File: config.mk
export PLATFORM = sky130hd
export DESIGN_NAME = intx_vwire_agg
export DESIGN_NICKNAME = d
export VERILOG_FILES = /design/src/rtl/intx_agg_pkg.sv /design/src/rtl/intx_rst_sync.sv /design/src/rtl/intx_port_map.sv /design/src/rtl/intx_msg_sched.sv /design/src/rtl/intx_vwire_agg.sv
export SDC_FILE = /design/constraint.sdc
export NUM_CORES = 1
export LEC_CHECK = 0
export BUFFER_PORTS_ARGS = -buffer_cell sky130_fd_sc_hd__buf_2
export CORE_ASPECT_RATIO = 0.9
export CORE_MARGIN = 2
export CORE_UTILIZATION = 48
export DETAILED_ROUTE_END_ITERATION = 7
export PLACE_DENSITY = 0.76
export SLEW_MARGIN = 10
export SYNTH_ARGS = -nofsm -noshare
export SYNTH_HDL_FRONTEND = slang
export SYNTH_SLANG_ARGS = --single-unit
export TNS_END_PERCENT = 5
File: constraint.sdc
create_clock -name clk -period 0.8 [get_ports clk]
set_clock_uncertainty 0.05 [all_clocks]
set_input_delay 0 -clock clk [delete_from_list [all_inputs] [get_ports clk]]
set_output_delay 0 -clock clk [all_outputs]
set_load 0.03 [all_outputs]
File: src/rtl/intx_agg_pkg.sv
package intx_agg_pkg;
  localparam int unsigned INTX_LINES = 4;
  typedef enum logic {
    MSG_DEASSERT = 1'b0,
    MSG_ASSERT   = 1'b1
  } msg_kind_e;
endpackage

File: src/rtl/intx_rst_sync.sv
module intx_rst_sync (
  input  logic clk,
  input  logic rst_n,
  output logic rst_sync_n
);
  logic [1:0] sync_q;

  always_ff @(posedge clk or negedge rst_n) begin
    if (!rst_n) sync_q <= 2'b00;
    else        sync_q <= {sync_q[0], 1'b1};
  end

  assign rst_sync_n = sync_q[1];
endmodule

File: src/rtl/intx_port_map.sv
module intx_port_map #(
  parameter int unsigned LINES  = 4,
  parameter int unsigned OFFSET = 0
) (
  input  logic [LINES-1:0] ext_i,
  input  logic [LINES-1:0] loc_i,
  input  logic             link_up_i,
  output logic [LINES-1:0] mapped_o
);
  logic [LINES-1:0] wire_lvl;

  assign wire_lvl = (ext_i | loc_i) & {LINES{link_up_i}};

  for (genvar j = 0; j < LINES; j++) begin : g_rot
    localparam int unsigned SRC = (j + OFFSET) % LINES;
    assign mapped_o[j] = wire_lvl[SRC];
  end
endmodule

File: src/rtl/intx_msg_sched.sv
module intx_msg_sched #(
  parameter int unsigned LINES = 4,
  localparam int unsigned IW   = (LINES > 1) ? $clog2(LINES) : 1
) (
  input  logic             clk,
  input  logic             rst_n,
  input  logic [LINES-1:0] agg_i,
  input  logic             ready_i,
  output logic             valid_o,
  output logic [IW-1:0]    line_o,
  output logic             assert_o,
  output logic [LINES-1:0] rpt_o
);
  logic             vld_q, vld_d;
  logic [IW-1:0]    idx_q, idx_d;
  logic             typ_q, typ_d;
  logic [LINES-1:0] rpt_q, rpt_d;
  logic [LINES-1:0] pend;
  logic [IW-1:0]    sel;
  logic             found;
  logic             fire;
  logic             keep;

  assign fire = vld_q & ready_i;

  always_comb begin
    rpt_d = rpt_q;
    if (fire) rpt_d[idx_q] = typ_q;
  end

  assign pend = agg_i ^ rpt_d;

  always_comb begin
    sel   = '0;
    found = 1'b0;
    for (int i = LINES - 1; i >= 0; i--) begin
      if (pend[i]) begin
        sel   = IW'(i);
        found = 1'b1;
      end
    end
  end

  assign keep = vld_q & ~fire & (agg_i[idx_q] != rpt_q[idx_q]);

  always_comb begin
    vld_d = vld_q;
    idx_d = idx_q;
    typ_d = typ_q;
    if (keep) begin
      vld_d = 1'b1;
    end else if (found) begin
      vld_d = 1'b1;
      idx_d = sel;
      typ_d = agg_i[sel];
    end else begin
      vld_d = 1'b0;
    end
  end

  always_ff @(posedge clk or negedge rst_n) begin
    if (!rst_n) begin
      vld_q <= 1'b0;
      idx_q <= '0;
      typ_q <= intx_agg_pkg::MSG_DEASSERT;
      rpt_q <= '0;
    end else begin
      vld_q <= vld_d;
      idx_q <= idx_d;
      typ_q <= typ_d;
      rpt_q <= rpt_d;
    end
  end

  assign valid_o  = vld_q;
  assign line_o   = idx_q;
  assign assert_o = typ_q;
  assign rpt_o    = rpt_q;
endmodule

File: src/rtl/intx_vwire_agg.sv
module intx_vwire_agg #(
  parameter int unsigned PORTS   = 2,
  parameter int unsigned LINES   = intx_agg_pkg::INTX_LINES,
  parameter int unsigned SWZ_STEP = 2,
  localparam int unsigned IW     = (LINES > 1) ? $clog2(LINES) : 1
) (
  input  logic                   clk,
  input  logic                   rst_n,
  input  logic [PORTS*LINES-1:0] ext_int_i,
  input  logic [PORTS*LINES-1:0] loc_int_i,
  input  logic [PORTS-1:0]       link_up_i,
  output logic                   msg_valid_o,
  input  logic                   msg_ready_i,
  output logic                   msg_assert_o,
  output logic [IW-1:0]          msg_line_o
);
  logic             rst_core_n;
  logic [LINES-1:0] mapped [PORTS];
  logic [LINES-1:0] agg_w;
  logic [LINES-1:0] rpt_w;

  intx_rst_sync u_rst (
    .clk        (clk),
    .rst_n      (rst_n),
    .rst_sync_n (rst_core_n)
  );

  for (genvar p = 0; p < PORTS; p++) begin : g_port
    intx_port_map #(
      .LINES  (LINES),
      .OFFSET ((p * SWZ_STEP) % LINES)
    ) u_map (
      .ext_i     (ext_int_i[p*LINES +: LINES]),
      .loc_i     (loc_int_i[p*LINES +: LINES]),
      .link_up_i (link_up_i[p]),
      .mapped_o  (mapped[p])
    );
  end

  always_comb begin
    agg_w = '0;
    for (int p = 0; p < PORTS; p++) agg_w = agg_w | mapped[p];
  end

  intx_msg_sched #(.LINES(LINES)) u_sched (
    .clk      (clk),
    .rst_n    (rst_core_n),
    .agg_i    (agg_w),
    .ready_i  (msg_ready_i),
    .valid_o  (msg_valid_o),
    .line_o   (msg_line_o),
    .assert_o (msg_assert_o),
    .rpt_o    (rpt_w)
  );
endmodule

==> reports/metrics.csv, run 1 <==
stage,metric,value,unit
floorplanning,Die ar.,0.001819,mm2
outcome,failing checks,negative setup slack,
setup_path,Worst Setup SP,u_sched.line_o[1],
logic_synthesis,Post-Syn Instances,72,
power,Lkg Pwr,0.0005160,uW
detailed_routing,Top Layer Used,met4,
final_layout,Filler Cell Count,75,
outcome,status,"complete, but fails checks",
logic_synthesis,post-synth top area share,0.3490,
final_layout,Synth-to-Final Area Change,61.08,%
placement,gpl congestion,0.8741,
setup_path,Critical Path Max Stage Delay,0.44,ns
setup_path,critical path's top delay family,compound AO/OA/AOI/OAI gates,
setup_path,critical path depth,7,
clock_tree,clk_lat worst skew,0.27,ns
setup_path,worst r2r dst,u_sched.assert_o,
detailed_routing,Vias/cell,6.050,
logic_synthesis,top area cells in the synthesized netlist,"dfrtp_1, mux2i_4, mux4_2, o21ai_0, a21oi_1",
final_layout,Util after Layout,0.8161,
logic_synthesis,Synth area leader,dfrtp_1,
detailed_routing,DRC Markers,0,
clock_tree,CTS max path bufs,2,
setup_path,crit-path cells,buf_4 > nand4_2 > mux2i_4 > nand4_1 > a21oi_1 > o32ai_1 > a41oi_1,
detailed_routing,antenna-violating nets left,0,
setup_path,Worst R2R Start,u_sched.line_o[1],
clock_tree,"CTS clk-pin slew, worst paths",0.07,ns
final_layout,area taken by multi-input logic gates,499.2,um2
detailed_routing,met2 routed wirelength,1171,um
logic_synthesis,ys async rst share,1.000,
floorplanning,die height,40.67,um
logic_synthesis,Synth Flop Type,dfrtp_1,
logic_synthesis,post-synth cell types,27,
setup_path,Critical Path RT,0.93,ns
logic_synthesis,Post-synth EDFFs,0,
setup_path,crit-path max FO,6,
logic_synthesis,post-synthesis register bit count,10,
logic_synthesis,"Cell Area, Synth",716.9,um2
setup_path,Worst R2R Setup Slack,-1.15,ns
logic_synthesis,Syn Nets,93,
placement,IO Port Bufs,24,
final_layout,share of cells above drive strength 1,0.5920,
global_routing,vias in the first global route,773,
sta,setup TNS,-7.640,ns
floorplanning,Core ar.,0.001415,mm2
setup_path,Critical path buffers and inverters,1,
power,VDD IR max,3193,uV
global_routing,grt ovf,0,
detailed_routing,Wirelength per Cell,16.66,um
sta,Achievable Freq,512.5,MHz
setup_path,CP endpoint,u_sched.assert_o,
power,Tot Pwr,4674,uW
clock_tree,CTS buffer count,3,
floorplanning,Die Wd,44.74,um
global_routing,largest net degree at the start of global routing,9,
sta,minimum clock period,1.951,ns
setup_path,critical path type,flip-flop to flip-flop,
clock_tree,CTS tree,yes,
flow_run,Max-Cap Viols,0,
sta,final setup fails,12,
setup_path,CP Launch Type,flip-flop,
sta,max-slew violations,0,
floorplanning,FP Rows,13,
clock_tree,CTS H-tree lvls,1,
logic_synthesis,Yosys warnings,0,
setup_path,WP data arrival,2.08,ns
floorplanning,num ports,25,
final_layout,diode count,0,
detailed_routing,Met3 Wirelength,188,um
global_routing,initial antenna violation count,0,
detailed_routing,vias after detailed routing,847,
floorplanning,Initial Utilization,0.5066,
hold_path,Hold Crit Class,flip-flop to asynchronous set/reset pin,
detailed_routing,initial drt markers,45,
logic_synthesis,sequential area share after synthesis,0.3490,
sta,count of final hold-check violations,0,
placement,dpl hpwl,1600,um
sta,crit share post-route,2.439,
setup_path,Critical Path Slowest Stage Cell,dfrtp_2,
final_layout,Final Net Count,147,
setup_path,crit path capture type,flip-flop,
global_routing,GRT Util Overall,0.2868,
global_routing,first-pass GRT wire length,3512,um
clock_tree,root buf cell,clkbuf_4,
clock_tree,clk sinks,10,
power,Pwr Density,4048,mW/mm2
final_layout,Sequential Area,254.0,um2
logic_synthesis,average size of a mapped cell,9.957,um2
detailed_routing,final WL,2333,um
detailed_routing,DRT Pass-1 Iters,5,
sta,RSZ-0062 raised after global routing,true,
setup_path,cells on worst reg2reg path,7,
detailed_routing,met1 WL,914,um
sta,final worst slack,-1.151,ns
[power by group]
group          total [uW]  internal (uW)  switching, uW
clock                 458            277            182
sequential            969            726            244
combinational        3250           1620           1630
total                4670           2620           2060
[final cells by class]
| class | instances | area share |
|---|---|---|
| multi-input combinational | 57 | 0.4323 |
| timing repair buffer | 49 | 0.2839 |
| sequential | 10 | 0.2199 |
| clock buffer | 4 | 0.03142 |
| inverter | 5 | 0.01625 |
| tap | 15 | 0.01625 |
[Yosys cell counts (3+ instances only)]
cell type,instances
dfrtp_1,10
nand2_1,8
o21ai_0,8
a21oi_1,7
inv_1,5
and2_1,3
o21ai_1,3
xnor2_1,3
[metal layers]
metal	GRT usage	vias to the layer above
met5	0	-
met1	0.3500	406
met2	0.4891	50
li1	-	379
met4	0.1212	0
met3	0.07489	12
[cell families (layout without fill, tap and decap cells)]
kind of cell	Yosys count	after routing	share of synthesized area
buffers and inverters	5	58	0.02618
flip-flops	10	10	0.3490
multiplexers	7	7	0.1728
XOR/XNOR	4	4	0.05935
AO/OA/AOI/OAI	25	25	0.1990
other	1	1	0.005231
AND/OR/NAND/NOR	20	20	0.1885
[registers in the layout, indices dropped and copies added, names as in the netlist]
| signal | cells |
|---|---|
| u_sched.rpt_o | 4 |
| u_rst.sync_q | 2 |
| u_sched.line_o | 2 |
| u_sched.valid_o | 1 |
| u_sched.assert_o | 1 |
[cell usage in the layout, fill, tap and decap left out, drive strengths merged]
cell         synthesis  routed
inv                  5       5
xnor2                3       3
nand3                1       1
o21ai               11      11
nor4bb               1       1
dfrtp               10      10
mux2i                5       5
clkbuf               0       4
and3b                1       1
dlygate4sd3          0       1
nor3b                1       1
and2                 3       3
o22ai                1       1
mux4                 2       2
conb                 1       1
a21oi                8       8
nand4                3       3
nand4b               2       2
a41oi                1       1
xor2                 1       1
o211ai               1       1
o32ai                1       1
nand2                8       8
a31oi                2       2
buf                  0      48
[metrics by stage]
step	instances	hold WS (ns)	instance area (um2)	worst slack (ns)
finish	140	0.08147	1155	-1.151
global route	140	0.1090	1155	-1.264
CTS	140	0.08808	1137	-1.066
detailed placement	132	-0.2630	1017	-1.078
global placement	132	-0.2652	1017	-1.016
floorplan	72	-0.3456	720.7	-1.123
[how the worst min path moves through the flow]
| stage | startpoint | end | slack [ns] | cells after the start |
|---|---|---|---|---|
| 2_1_floorplan | rst_n | u_rst.sync_q[0] | -0.35 | 0 |
| 3_3_place_gp | rst_n | u_rst.sync_q[1] | -0.27 | 1 |
| 3_5_place_dp | rst_n | u_rst.sync_q[1] | -0.26 | 1 |
| 4_1_cts | u_rst.sync_q[1] | u_sched.rpt_o[0] | 0.09 | 0 |
| 5_1_grt | rst_n | u_rst.sync_q[1] | 0.11 | 3 |
| 6_report | u_rst.sync_q[1] | u_sched.rpt_o[3] | 0.08 | 0 |
[timing repair]
action,4_1_cts,5_1_grt
endpoints found under the hold margin,2,0
resized for setup,11,8
pin swaps,7,0
setup endpoints to repair,12,14
buffers inserted,2,0
gates cloned,0,0
hold buffers,2,0
Power figures use the tool's default switching activity.
==> inputs of run 2 (changes only) <==
--- a/config.mk
+++ b/config.mk
@@ -5,7 +5,7 @@
 export SDC_FILE = /design/constraint.sdc
 export NUM_CORES = 1
 export LEC_CHECK = 0
-export BUFFER_PORTS_ARGS = -buffer_cell sky130_fd_sc_hd__buf_2
+export BUFFER_PORTS_ARGS = -buffer_cell sky130_fd_sc_hd__buf_4
 export CORE_ASPECT_RATIO = 0.9
 export CORE_MARGIN = 2
 export CORE_UTILIZATION = 48
==> run 2 against run 1 <==
  * The run still ends with negative setup slack left
  * Core utilization grew 2.6 points
  * Total power shrank 1.6%
  * Flip-flop and latch count is the same
  * Setup slack is essentially flat
  * Die area is the same
  * Fmax is essentially flat
  * Routed wire length shrank 1.4%
  * Critical path depth is the same
  * Count of clock-buffer cells in the layout is the same
  * First-iteration DRC count shrank 47%
  * Critical path type unchanged
  * Largest cell class unchanged
==> reports/metrics.csv, run 2 (same netlist as run 1, synthesis figures left out) <==
stage,metric,value,unit,change
clock_tree,clk_lat worst skew,0.26,ns,was 0.27 ns
sta,crit share post-route,2.439,,about the same
hold_path,Hold Crit Class,primary input to asynchronous set/reset pin,,was flip-flop to asynchronous set/reset pin
final_layout,post-route non-filler standard cell count,141,,was 140
sta,minimum clock period,1.951,ns,about the same
clock_tree,CTS tree,yes,,unchanged
placement,dpl hpwl,1783,um,was 1600 um
detailed_routing,vias after detailed routing,823,,was 847
final_layout,Final Net Count,148,,was 147
floorplanning,Die Wd,44.74,um,unchanged
setup_path,crit-path max FO,6,,unchanged
final_layout,share of cells above drive strength 1,0.5476,,was 0.5920
sta,final setup fails,12,,unchanged
detailed_routing,Wirelength per Cell,16.32,um,was 16.66 um
sta,final worst slack,-1.151,ns,about the same
global_routing,first-pass GRT wire length,3629,um,was 3512 um
clock_tree,CTS buffer count,3,,unchanged
final_layout,Synth-to-Final Area Change,66.14,%,was 61.08%
setup_path,critical path type,flip-flop to flip-flop,,unchanged
setup_path,worst r2r dst,u_sched.assert_o,,unchanged
setup_path,Critical path buffers and inverters,1,,unchanged
power,Pwr Density,3860,mW/mm2,was 4048 mW/mm2
final_layout,diode count,0,,unchanged
setup_path,Worst R2R Setup Slack,-1.15,ns,about the same
placement,gpl congestion,0.8721,,was 0.8741
final_layout,Util after Layout,0.8417,,was 0.8161
clock_tree,root buf cell,clkbuf_4,,unchanged
sta,Worst Hold Slack,0.007567,ns,was 0.08147 ns
placement,Placed Cells,133,,was 132
setup_path,Critical Path Max Stage Delay,0.46,ns,was 0.44 ns
detailed_routing,Vias/cell,5.837,,was 6.050
final_layout,flip-flop count of the largest register after layout,4,,unchanged
global_routing,GRT Util Overall,0.2881,,was 0.2868
global_routing,grt ovf,0,,unchanged
detailed_routing,initial drt markers,24,,was 45
floorplanning,Initial Utilization,0.5066,,unchanged
flow_run,Max-Cap Viols,0,,unchanged
setup_path,crit-path cells,nor4bb_2 > mux2i_1 > buf_4 > xnor2_2 > nand4_2 > a21oi_2 > a41oi_1,,was buf_4 > nand4_2 > mux2i_4 > nand4_1 > a21oi_1 > o32ai_1 > a41oi_1
detailed_routing,antenna-violating nets left,0,,unchanged
power,VDD IR max,2889,uV,was 3193 uV
detailed_routing,final WL,2301,um,was 2333 um
setup_path,WP data arrival,2.02,ns,was 2.08 ns
outcome,failing checks,negative setup slack,,unchanged
sta,RSZ-0062 raised after global routing,true,,unchanged
clock_tree,CTS max path bufs,2,,unchanged
setup_path,Worst R2R Start,u_sched.line_o[0],,was u_sched.line_o[1]
global_routing,largest net degree at the start of global routing,9,,unchanged
detailed_routing,DRT Pass-1 Iters,4,,was 5
outcome,status,"complete, but fails checks",,unchanged
power,Lkg Pwr,0.0005417,uW,was 0.0005160 uW
clock_tree,clk sinks,10,,unchanged
placement,IO Port Bufs,24,,unchanged
setup_path,crit path capture type,flip-flop,,unchanged
setup_path,Critical Path Slowest Stage Cell,dfrtp_2,,unchanged
floorplanning,FP Rows,13,,unchanged
sta,max-slew violations,0,,unchanged
sta,setup TNS,-7.672,ns,was -7.640 ns
final_layout,Filler Cell Count,80,,was 75
floorplanning,Core ar.,0.001415,mm2,unchanged
detailed_routing,DRC Markers,0,,unchanged
sta,count of final hold-check violations,0,,unchanged
floorplanning,num ports,25,,unchanged
clock_tree,"CTS clk-pin slew, worst paths",0.08,ns,was 0.07 ns
final_layout,"commonest cells after routing, fill and taps aside","buf_4, o21ai_0, nand2_1",,"was buf_2, buf_4, nand2_1"
setup_path,cells on worst reg2reg path,7,,unchanged
setup_path,Critical Path RT,0.87,ns,was 0.93 ns
setup_path,critical path's top delay family,simple AND/OR/NAND/NOR gates,,was compound AO/OA/AOI/OAI gates
global_routing,initial antenna violation count,0,,unchanged
sta,Achievable Freq,512.5,MHz,about the same
setup_path,CP Launch Type,flip-flop,,unchanged
final_layout,"most common cell after layout, fill and taps aside",buf_4,,was buf_2
global_routing,vias in the first global route,833,,was 773
floorplanning,Die ar.,0.001819,mm2,unchanged
clock_tree,CTS H-tree lvls,1,,unchanged
floorplanning,die height,40.67,um,unchanged
-- run 2: cell types whose count changed in the layout (fill, tap and decap cells not counted), sizes merged --
cell	delta
buf	+1
-- run 2: worst register-to-register path, stage by stage, from the launching register on --
cell and delay, ns:
dfrtp_2 0.46, nor4bb_2 0.33, mux2i_1 0.24, buf_4 0.18, xnor2_2 0.16, nand4_2 0.18
a21oi_2 0.16, a41oi_1 0.05
-- run 2: what timing repair did --
action / 4_1_cts / 5_1_grt
hold endpoints to repair: 2 / 0
resized for setup: 8 / 2
pin swaps: 5 / 2
setup buffers: 2 / 1
hold buffers: 1 / 0
setup endpoints to repair: 12 / 12
-- run 2: worst max path at each step --
stage	startpoint	endpoint	slack [ns]	cells after the start
final	u_sched.line_o[0]	u_sched.assert_o	-1.15	7
after global routing	u_sched.line_o[0]	u_sched.assert_o	-1.20	7
after CTS	u_sched.line_o[0]	u_sched.assert_o	-1.13	7
after detailed placement	u_sched.line_o[1]	u_sched.assert_o	-1.11	7
after global placement	u_sched.line_o[1]	u_sched.assert_o	-1.04	7
after floorplan	u_sched.line_o[1]	u_sched.assert_o	-1.12	6
-- run 2: layer usage --
layer / part of all wire / wire [um] / vias up / GRT usage
met5: 0 / 0 / - / 0
met2: 0.52 / 1200 / 41 / 0.5362
li1: - / - / 381 / -
met4: 0.028 / 65 / 0 / 0.09091
met1: 0.39 / 902 / 394 / 0.3454
met3: 0.058 / 133 / 7 / 0.04846
-- run 2: where the power goes --
part | switching (uW) | total (uW) | internal, uW
Sequential | 280 | 1010 | 726
Clock | 187 | 462 | 276
Combinational | 1480 | 3130 | 1650
-- run 2: layout make-up --
| type | count | area [um2] | area share |
|---|---|---|---|
| tap | 15 | 18.77 | 0.01576 |
| clock buffer | 4 | 36.28 | 0.03046 |
| sequential | 10 | 254.0 | 0.2132 |
| multi-input combinational | 57 | 460.4 | 0.3866 |
| inverter | 5 | 21.27 | 0.01786 |
| timing repair buffer | 50 | 400.4 | 0.3361 |
-- run 2: metrics by stage --
stage | power [uW] | setup slack (ns) | area, um2
6_report | 4598 | -1.151 | 1191
5_1_grt | 4824 | -1.198 | 1191
4_1_cts | 4472 | -1.127 | 1177
3_5_place_dp | 3802 | -1.111 | 1085
3_3_place_gp | 3635 | -1.040 | 1085
2_1_floorplan | 2508 | -1.123 | 720.7
==> inputs of run 3 (changes only) <==
--- a/config.mk
+++ b/config.mk
@@ -8,9 +8,9 @@
 export BUFFER_PORTS_ARGS = -buffer_cell sky130_fd_sc_hd__buf_4
 export CORE_ASPECT_RATIO = 0.9
 export CORE_MARGIN = 2
-export CORE_UTILIZATION = 48
+export CORE_UTILIZATION = 45
 export DETAILED_ROUTE_END_ITERATION = 7
-export PLACE_DENSITY = 0.76
+export PLACE_DENSITY = 0.72
 export SLEW_MARGIN = 10
 export SYNTH_ARGS = -nofsm -noshare
 export SYNTH_HDL_FRONTEND = slang
==> run 3 against run 2 <==
  * The flow still finishes with violations (negative setup slack)
  * Core utilization shrank 3.7 points
  * Sequential share of layout area is 0.23 points higher
  * Clock power fell by 28%
  * Cell count decreased by 2.1%
  * First-iteration DRC count is 25% lower
  * Final area down 1.1%
  * Critical path type unchanged
==> reports/metrics.csv, run 3 (same netlist as run 1, synthesis figures left out) <==
stage,metric,value,unit,change
setup_path,CP Launch Type,flip-flop,,unchanged
detailed_routing,initial drt markers,18,,was 24
final_layout,Final Net Count,145,,was 148
setup_path,Critical Path Max Stage Delay,0.45,ns,was 0.46 ns
power,Pwr Density,3763,mW/mm2,was 3860 mW/mm2
outcome,status,"complete, but fails checks",,unchanged
power,VDD IR max,2453,uV,was 2889 uV
global_routing,grt ovf,0,,unchanged
clock_tree,Setup Buffers After CTS,0,,was 2
floorplanning,Die Wd,46.08,um,was 44.74 um
detailed_routing,Vias/cell,5.775,,was 5.837
detailed_routing,antenna-violating nets left,0,,unchanged
final_layout,post-route non-filler standard cell count,138,,was 141
setup_path,WP data arrival,2.02,ns,about the same
placement,gpl congestion,0.8937,,was 0.8721
detailed_routing,vias after detailed routing,797,,was 823
detailed_routing,final WL,2099,um,was 2301 um
sta,count of final hold-check violations,0,,unchanged
global_routing,vias in the first global route,794,,was 833
global_routing,initial antenna violation count,0,,unchanged
detailed_routing,DRC Markers,0,,unchanged
flow_run,Max-Cap Viols,0,,unchanged
outcome,failing checks,negative setup slack,,unchanged
final_layout,"commonest cells after routing, fill and taps aside","buf_4, o21ai_0, nand2_1, dfrtp_1, a21oi_1",,"was buf_4, o21ai_0, nand2_1"
clock_tree,CTS buffer count,3,,unchanged
final_layout,diode count,0,,unchanged
setup_path,crit-path cells,buf_4 > nand4b_1 > mux2i_4 > nand3_1 > a31oi_1 > o32ai_1 > a41oi_1,,was nor4bb_2 > mux2i_1 > buf_4 > xnor2_2 > nand4_2 > a21oi_2 > a41oi_1
setup_path,Critical Path Slowest Stage Cell,dfrtp_2,,unchanged
power,Lkg Pwr,0.0005349,uW,was 0.0005417 uW
setup_path,critical path type,flip-flop to flip-flop,,unchanged
placement,area after detailed placement,0.001085,mm2,unchanged
clock_tree,CTS H-tree lvls,1,,unchanged
final_layout,share of cells above drive strength 1,0.5447,,was 0.5476
sta,Achievable Freq,526.0,MHz,was 512.5 MHz
floorplanning,num ports,25,,unchanged
global_routing,first-pass GRT wire length,3491,um,was 3629 um
placement,dpl hpwl,1692,um,was 1783 um
sta,final worst slack,-1.101,ns,was -1.151 ns
clock_tree,root buf cell,clkbuf_4,,unchanged
hold_path,Hold Crit Class,primary input to asynchronous set/reset pin,,unchanged
clock_tree,"CTS clk-pin slew, worst paths",0.06,ns,was 0.08 ns
clock_tree,CTS tree,yes,,unchanged
global_routing,largest net degree at the start of global routing,9,,unchanged
sta,final setup fails,12,,unchanged
floorplanning,Initial Utilization,0.4897,,was 0.5066
placement,Placed Cells,133,,unchanged
floorplanning,Core ar.,0.001464,mm2,was 0.001415 mm2
clock_tree,clk_lat worst skew,0.25,ns,was 0.26 ns
sta,max-slew violations,0,,unchanged
floorplanning,FP Rows,13,,unchanged
clock_tree,clk sinks,10,,unchanged
sta,RSZ-0062 raised after global routing,true,,unchanged
floorplanning,Die ar.,0.001929,mm2,was 0.001819 mm2
final_layout,Synth-to-Final Area Change,64.40,%,was 66.14%
final_layout,final design area excluding fillers,0.001179,mm2,was 0.001191 mm2
final_layout,flip-flop count of the largest register after layout,4,,unchanged
clock_tree,CTS max path bufs,2,,unchanged
setup_path,Critical Path RT,0.91,ns,was 0.87 ns
detailed_routing,DRT Pass-1 Iters,4,,unchanged
setup_path,crit-path max FO,6,,unchanged
placement,IO Port Bufs,24,,unchanged
setup_path,crit path capture type,flip-flop,,unchanged
detailed_routing,Wirelength per Cell,15.21,um,was 16.32 um
sta,minimum clock period,1.901,ns,was 1.951 ns
placement,pre-CTS setup slack,-1.109,ns,was -1.111 ns
floorplanning,die height,41.87,um,was 40.67 um
final_layout,"most common cell after layout, fill and taps aside",buf_4,,unchanged
sta,crit share post-route,2.376,,was 2.439
global_routing,GRT Util Overall,0.2439,,was 0.2881
[run 3: cell types whose count changed in the layout (fill, tap and decap cells not counted), sizes merged]
cell | previous run | this run
buf | 49 | 46
[run 3: area by class of cell]
cell class / instances / area [um2]
multi-input cells: 57 / 486.7
repair buffers: 47 / 374.1
fillers: 103 / 285.3
flip-flops and latches: 10 / 254.0
clock buffers: 4 / 26.28
inverters: 5 / 18.77
well taps: 15 / 18.77
[run 3: timing repair]
action	CTS	global route
setup endpoints to repair	12	12
resized for setup	5	7
hold buffers	1	0
pin swaps	2	1
endpoints found under the hold margin	2	0
[run 3: worst paths after layout]
kind | from | end | slack (ns) | cells after the start
setup / recovery | u_sched.line_o[1] | u_sched.assert_o | -1.10 | 7
hold / removal | rst_n | u_rst.sync_q[1] | 0.02 | 2
setup reg to reg | u_sched.line_o[1] | u_sched.assert_o | -1.10 | 7
hold reg to reg | u_rst.sync_q[1] | u_sched.rpt_o[0] | 0.07 | 0
max in group asynchronous | u_rst.sync_q[1] | u_sched.line_o[1] | 0.37 | 0
min in group clk | msg_ready_i | u_sched.rpt_o[3] | 0.17 | 4
[run 3: through the flow]
stage | utilization | hold slack (ns) | total power (uW) | setup TNS (ns)
after floorplan | - | -0.3456 | 2508 | -6.194
after global placement | 0.7410 | -0.2672 | 3671 | -6.341
after detailed placement | 0.7410 | -0.2669 | 3779 | -6.489
after CTS | 0.7821 | 0.01195 | 4239 | -7.340
after global routing | 0.8051 | 0.01434 | 4726 | -8.310
final | 0.8051 | 0.02115 | 4435 | -7.527
[run 3: per-layer routing]
layer,vias to the layer above,track usage,share of wire
li1,374,-,-
met1,391,0.3473,0.41
met2,26,0.3889,0.51
met3,6,0.05217,0.061
met4,0,0.02857,0.018
met5,-,0,0
[run 3: report_power, final]
group / total (uW) / switching [uW] / internal [uW]
combinational: 3080 / 1430 / 1650
clock: 332 / 140 / 191
sequential: 1020 / 297 / 727
total: 4430 / 1870 / 2560
[run 3: critical path, delay by kind of cell, from the launching register on]
kind	cells	cell delay, ns
compound gates	3	0.51
flops	1	0.45
mux	1	0.38
simple gates	2	0.27
buf+inv	1	0.15
